==> config.mk <==
export PLATFORM = sky130hd
export DESIGN_NAME = pll_mode_ctrl
export DESIGN_NICKNAME = d
export VERILOG_FILES = /design/src/rtl/pll_mode_ctrl.sv
export SDC_FILE = /design/constraint.sdc
export NUM_CORES = 1
export LEC_CHECK = 0
export BUFFER_PORTS_ARGS = -buffer_cell sky130_fd_sc_hd__buf_2
export CAP_MARGIN = 25
export CORE_AREA = 5 5 54 56
export DETAILED_ROUTE_END_ITERATION = 10
export DIE_AREA = 0 0 59 61
export PLACE_DENSITY = 0.79
export SLEW_MARGIN = 20
export SYNTH_ARGS = -nofsm -noshare
export SYNTH_HDL_FRONTEND = slang
export SYNTH_SLANG_ARGS = --single-unit
export TNS_END_PERCENT = 30
==> constraint.sdc <==
create_clock -name clk -period 3.25 [get_ports clk]
set_input_delay 0.1625 -clock clk [delete_from_list [all_inputs] [get_ports clk]]
set_output_delay 0.1625 -clock clk [all_outputs]
set_load 0.01 [all_outputs]
==> src/rtl/pll_mode_ctrl.sv <==
module pll_mode_ctrl #(
  parameter int MULT_W = 11
) (
  input  logic              clk,
  input  logic              rst_n,
  input  logic              warm_rst,
  input  logic              mode_wr,
  input  logic [2:0]        mode_wdata,
  input  logic              drift_en,
  input  logic              mult_wr,
  input  logic [MULT_W-1:0] mult_wdata,
  input  logic              lock_in,
  input  logic              recal_in,
  output logic [2:0]        mode_q,
  output logic [MULT_W-1:0] mult_q,
  output logic              pll_en,
  output logic              pll_byp,
  output logic              pll_lp,
  output logic              st_bypass,
  output logic              st_locked,
  output logic              recal_done
);

  localparam logic [2:0] C_MNB = 3'd4;
  localparam logic [2:0] C_LPB = 3'd5;
  localparam logic [2:0] C_FRB = 3'd6;

  typedef enum logic [2:0] {S_MNB, S_LPB, S_FRB, S_LKG, S_LKD, S_RCL} st_t;

  st_t        st, nxt;
  logic       pend_v, lk_prev;
  logic [2:0] pend_c;

  wire wr_ok = mode_wr && mode_wdata[2];
  wire busy  = (st == S_LKG) || (st == S_RCL);
  wire qual  = busy && lock_in && lk_prev;

  function automatic st_t tgt(input logic [2:0] c, input st_t cur);
    case (c)
      C_MNB:   tgt = S_MNB;
      C_LPB:   tgt = S_LPB;
      C_FRB:   tgt = S_FRB;
      default: tgt = (cur == S_LKD) ? S_LKD : S_LKG;
    endcase
  endfunction

  always_comb begin
    nxt = st;
    if (busy) begin
      if (qual) nxt = S_LKD;
    end else if (st == S_LKD) begin
      if (wr_ok)                    nxt = tgt(mode_wdata, st);
      else if (pend_v)              nxt = tgt(pend_c, st);
      else if (drift_en && recal_in) nxt = S_RCL;
    end else if (wr_ok) begin
      nxt = tgt(mode_wdata, st);
    end
  end

  always_ff @(posedge clk or negedge rst_n) begin
    if (!rst_n) begin
      st         <= S_MNB;
      mode_q     <= C_MNB;
      mult_q     <= '0;
      pend_v     <= 1'b0;
      pend_c     <= '0;
      lk_prev    <= 1'b0;
      recal_done <= 1'b0;
    end else if (warm_rst) begin
      st         <= S_MNB;
      mode_q     <= C_MNB;
      mult_q     <= '0;
      pend_v     <= 1'b0;
      pend_c     <= '0;
      lk_prev    <= 1'b0;
      recal_done <= 1'b0;
    end else begin
      st <= nxt;
      if (wr_ok) mode_q <= mode_wdata;
      if (busy && wr_ok) begin
        pend_v <= 1'b1;
        pend_c <= mode_wdata;
      end else if (st == S_LKD) begin
        pend_v <= 1'b0;
      end
      lk_prev    <= busy && !qual && lock_in;
      recal_done <= (st == S_RCL) && qual;
      if (nxt == S_MNB && st != S_MNB) mult_q <= '0;
      else if (mult_wr)                mult_q <= mult_wdata;
    end
  end

  assign pll_en    = (st == S_FRB) || busy || (st == S_LKD);
  assign pll_byp   = (st != S_LKD);
  assign pll_lp    = (st == S_LPB);
  assign st_bypass = (st == S_MNB) || (st == S_LPB) || (st == S_FRB);
  assign st_locked = (st == S_LKD);

endmodule

Word level (Yosys, flattened, before mapping):

Index checks and enable logic that the tools add are counted.
Widths: inputs -> output; s select.

* bits in latches: 0
* memories kept: 0
* RAM bits: 0
* output and inout port bits: 20
* word-level logic and storage cells: 64
* ROM bits: 0
* flip-flop bits (word level): 23
* input port bits: 22

* order comparisons: 0
* reduce and logical (&&, ||, !) cells: 22
* multipliers: 0
* equality and inequality tests: 12
* shifts and indexed selects: 0
* multiplexer cells: 23
* bitwise gates (word level): 0
* divide/modulo/power cells: 0
* add/sub/neg operators: 0

Operators by type and width (count)
* $mux 3: 12
* $mux 11: 3
* $eq 3x3->1 const B: 8
* $pmux 3 s3: 2
* $logic_and 1x1->1: 9
* $reduce_bool 3->1: 3
* $eq 3x2->1 const B: 2
* $logic_not 3->1: 2
* $pmux 2 s3: 1
* $logic_or 1x1->1: 5
* $mux 1: 5
* $reduce_bool 2->1: 2
* $eq 3x1->1 const B: 1
* $ne 3x3->1 const B: 1
* $logic_not 1->1: 1

Longest topological paths before layout:

* depth after elaboration: 10
* gate-level depth with buffers: 9
* mapped depth without buffers: 7

Worst setup path after synthesis:

Ideal clock, no wire load.

* path type: flip-flop to flip-flop
* start: register pend_v
* end: register mult_q[2]
* path buffers: 1
* clock period less this slack: 1.671 ns
* slack: 1.579 ns
* arrival: 1.524 ns
* cell stages (with the launch flop): 7
* setup time: 0.147 ns
* required time: 3.103 ns
* cell sequence: dfrtp_1 and4b_1 a31o_1 a221o_1 a31oi_4 buf_6 a211oi_2

* cells in the longest elaborated chain, start to end: 8
* elaborated cells between the ends (all ways): 9
* those cells by class: mux: 6; reduce/logical: 3

Ends and longest elaborated chain
* from (decl): RTL line 31 `logic pend_v, lk_prev;`
* from (signal assigned): RTL line 65 `pend_v <= 1'b0;`
* from (signal assigned): RTL line 73 `pend_v <= 1'b0;`
* from (signal assigned): RTL line 81 `pend_v <= 1'b1;`
* $mux 3 (*): RTL line 53 `else if (pend_v) nxt = tgt(pend_c, st);`
* $mux 3 (*): RTL line 52 `if (wr_ok) nxt = tgt(mode_wdata, st);`
* $mux 3 (*): RTL line 51 `end else if (st == S_LKD) begin`
* $mux 3 (*): RTL line 49 `if (busy) begin`
* $logic_not 3->1 (*): RTL line 88 `if (nxt == S_MNB && st != S_MNB) mult_q <= '0;`
* $logic_and 1x1->1 (*): RTL line 88
* $mux 11: RTL line 88
* $mux 11: RTL line 69 `end else if (warm_rst) begin`
* to (signal assigned): RTL line 89 `else if (mult_wr) mult_q <= mult_wdata;`
* to (decl): RTL line 15 `output logic [MULT_W-1:0] mult_q,`

Every way passes the cells marked *; elsewhere a longest branch is shown, timed or not.
A chain may end at the register's enable or synchronous reset.

Final worst setup path:

* start: register pend_v
* end: register mult_q[9]

Same word-level chain as after synthesis.

==> metrics.txt <==
leakage 0.7268 nW; I/O pin total 42; hpwl dp 1893 um; slew margin rel. 66.66%; htree depth 1; Post-Layout Cell Count 177; Area Growth Syn to Fin 19.90%; delay-heaviest family, CP compound AO/OA/AOI/OAI gates; most area-consuming cells after synthesis dfrtp_1 45%, a211oi_2 11%, mux2i_1 11%; Pwr Density 388.0 mW/mm2; fin worst setup slack 1.353 ns; Vias 969; worst-case clock buffer depth 2; fin crit share 58.37%; Initial Util 51.10%; maximum fanout along the worst path 12; drt wl/cell 14.07 um; peak supply drop 0.0002202 V; gr ovfl total 0; share of the synthesized area in the top cell type 45.13%; number of synthesized flops with an enable pin 0; clk sinks 23; buffers added on ports 41; Clock Power Share 22.9%; fin. max-slew vios 0; peak per-stage delay on the critical path 0.44 ns; crit path capture type flip-flop; drt via density 5.475; Setup-failing EPs final 0; leading area contributor after synthesis dfrtp_1; worst slew pin tran 0.5002 ns; RSZ-0062 raised after global routing no; cells along the critical path and4b_1, a31o_1, a221o_1, a31oi_4, a211oi_2; Die Area 0.003599 mm2; Max-Cap Viols 0; combinational share of power 22.1%; Fin. Hold Viols 0; Sequential Power Share 54.9%; first-pass GRT wire length 4181 um; Final Skew 0.009514 ns; post-synth net total 128; Worst setup SP type flip-flop; Area after DPL 0.001425 mm2; Clk Latency, worst-skew pair 0.31 ns; Yosys cell types 36; Switching Fraction 29.66%; Psw 0.1684 mW; Clk Tree Root Cell clkbuf_4; diode count 0; Detailed Route WL 2490 um; Hold WS 0.1022 ns; Die Ht 61 um; WP buf/inv 0; status complete, no violations; critical path type flip-flop to flip-flop; placed insts 172; Mapped Area 0.001220 mm2; CP Data Required Time 3.43 ns; worst hold path class primary input to flip-flop; post-synthesis area per instance 11.51 um2; Post-Synthesis Cells 106; setup slack after placement 1.369 ns; placer congestion estimate 0.9036; nets 170; top cells by count, synth 22 x dfrtp_1, 13 x mux2i_1, 11 x a211oi_2; Worst-path clk slew 0.13 ns; Post-synth ARST share 100.0%; minimum clock period 1.897 ns; layout cell share with drive strength beyond 1 44.22%; slowest CP cell dfrtp_1; Internal 0.3992 mW; most frequent cell after synthesis dfrtp_1; Die Width 59 um; final antenna-violating net count 0; warnings from Yosys 0; design area 0.001463 mm2; main flop type after synthesis dfrtp_1; setup TNS 0 ns; Core Region 0.002387 mm2; total CTS buffers 3; largest net degree at the start of global routing 24; initial antenna violation count 0; CTS tree yes; drt pass-1 iters 4; sequential area share after synthesis 47.28%; GRT Util Overall 15.38%; DR iter-0 viols 25; critical path data arrival time 2.07 ns; Residual DRC 0; # rows 18; total power 0.5675 mW; Max Fclk 0.5272 GHz; synthesized flop and latch total 23; vias in the first global route 962; fin util 61.27%
registers in the layout, indices dropped and copies added (netlist names):
name	cells
mult_q	11
mode_q	3
pend_c	3
st	3
lk_prev	1
pend_v	1
recal_done	1
metal layers:
layer	share of wire (%)	global-route usage, %	up-vias
li1	-	-	474
met1	42	18.47	458
met2	49	26.97	32
met3	7.5	2.766	5
met4	1.7	6.796	0
met5	0	0	-
final timing paths:
path,start,endpoint,slack [ns],cells past startpoint
setup / recovery,pend_v$_DFFE_PN0P_,mult_q[9]$_DFFE_PN0P_,1.35,5
setup reg to reg,pend_v$_DFFE_PN0P_,mult_q[9]$_DFFE_PN0P_,1.35,5
hold reg to reg,lk_prev$_DFF_PN0_,lk_prev$_DFF_PN0_,0.45,1
min in group asynchronous,rst_n,mult_q[6]$_DFFE_PN0P_,0.33,2
max in group asynchronous,rst_n,mode_q[2]$_DFFE_PN1P_,2.55,2
hold / removal,mode_wdata[0],mode_q[0]$_DFFE_PN0P_,0.10,3
cells by family after synthesis:
group	synth area share, %
and+or+nand+nor	14.05
AOI/OAI and AO/OA	21.74
DFF	47.28
muxes	10.67
buffers and inverters	4.922
xor gates and xnor gates	1.334
worst reg2reg max path: cells and delay by family (launching register included):
kind | cells | cell delay [ns]
AOI/OAI and AO/OA | 4 | 1.13
DFF | 1 | 0.44
and+or+nand+nor | 1 | 0.20
layout make-up:
type / count / area, um2
clock buffer: 3 / 22.52
clock inverter: 1 / 5.005
fill: 211 / 924.6
inverter: 4 / 15.01
multi-input combinational: 73 / 583.1
sequential: 23 / 576.8
tap: 30 / 37.54
timing repair buffer: 43 / 222.7
power by group through the flow:
stage / Clock [mW] / Sequential [mW] / Combinational, mW
after floorplan: 0 / 0.321 / 0.0825
after detailed placement: 0 / 0.317 / 0.126
after global placement: 0 / 0.316 / 0.123
final: 0.130 / 0.312 / 0.126
after CTS: 0.135 / 0.312 / 0.127
after global routing: 0.151 / 0.314 / 0.138
repair_timing:
action / in CTS / in global routing
hold endpoints to repair: 22 / 0
endpoints found under the setup margin: 0 / 0
resized for setup: 0 / 0
setup buffers: 0 / 0
hold buffers: 1 / 0
cell usage in the layout (no fill, tap or decap), types with 2 or more instances in the layout:
cell	n
a211oi_2	11
a21oi_1	6
buf_2	41
clkbuf_4	3
dfrtp_1	22
inv_1	3
mux2i_1	13
nand2_1	9
nand3_1	2
nor2_1	8
o21ai_0	2
Note: power is estimated with default switching activity, not from simulation.
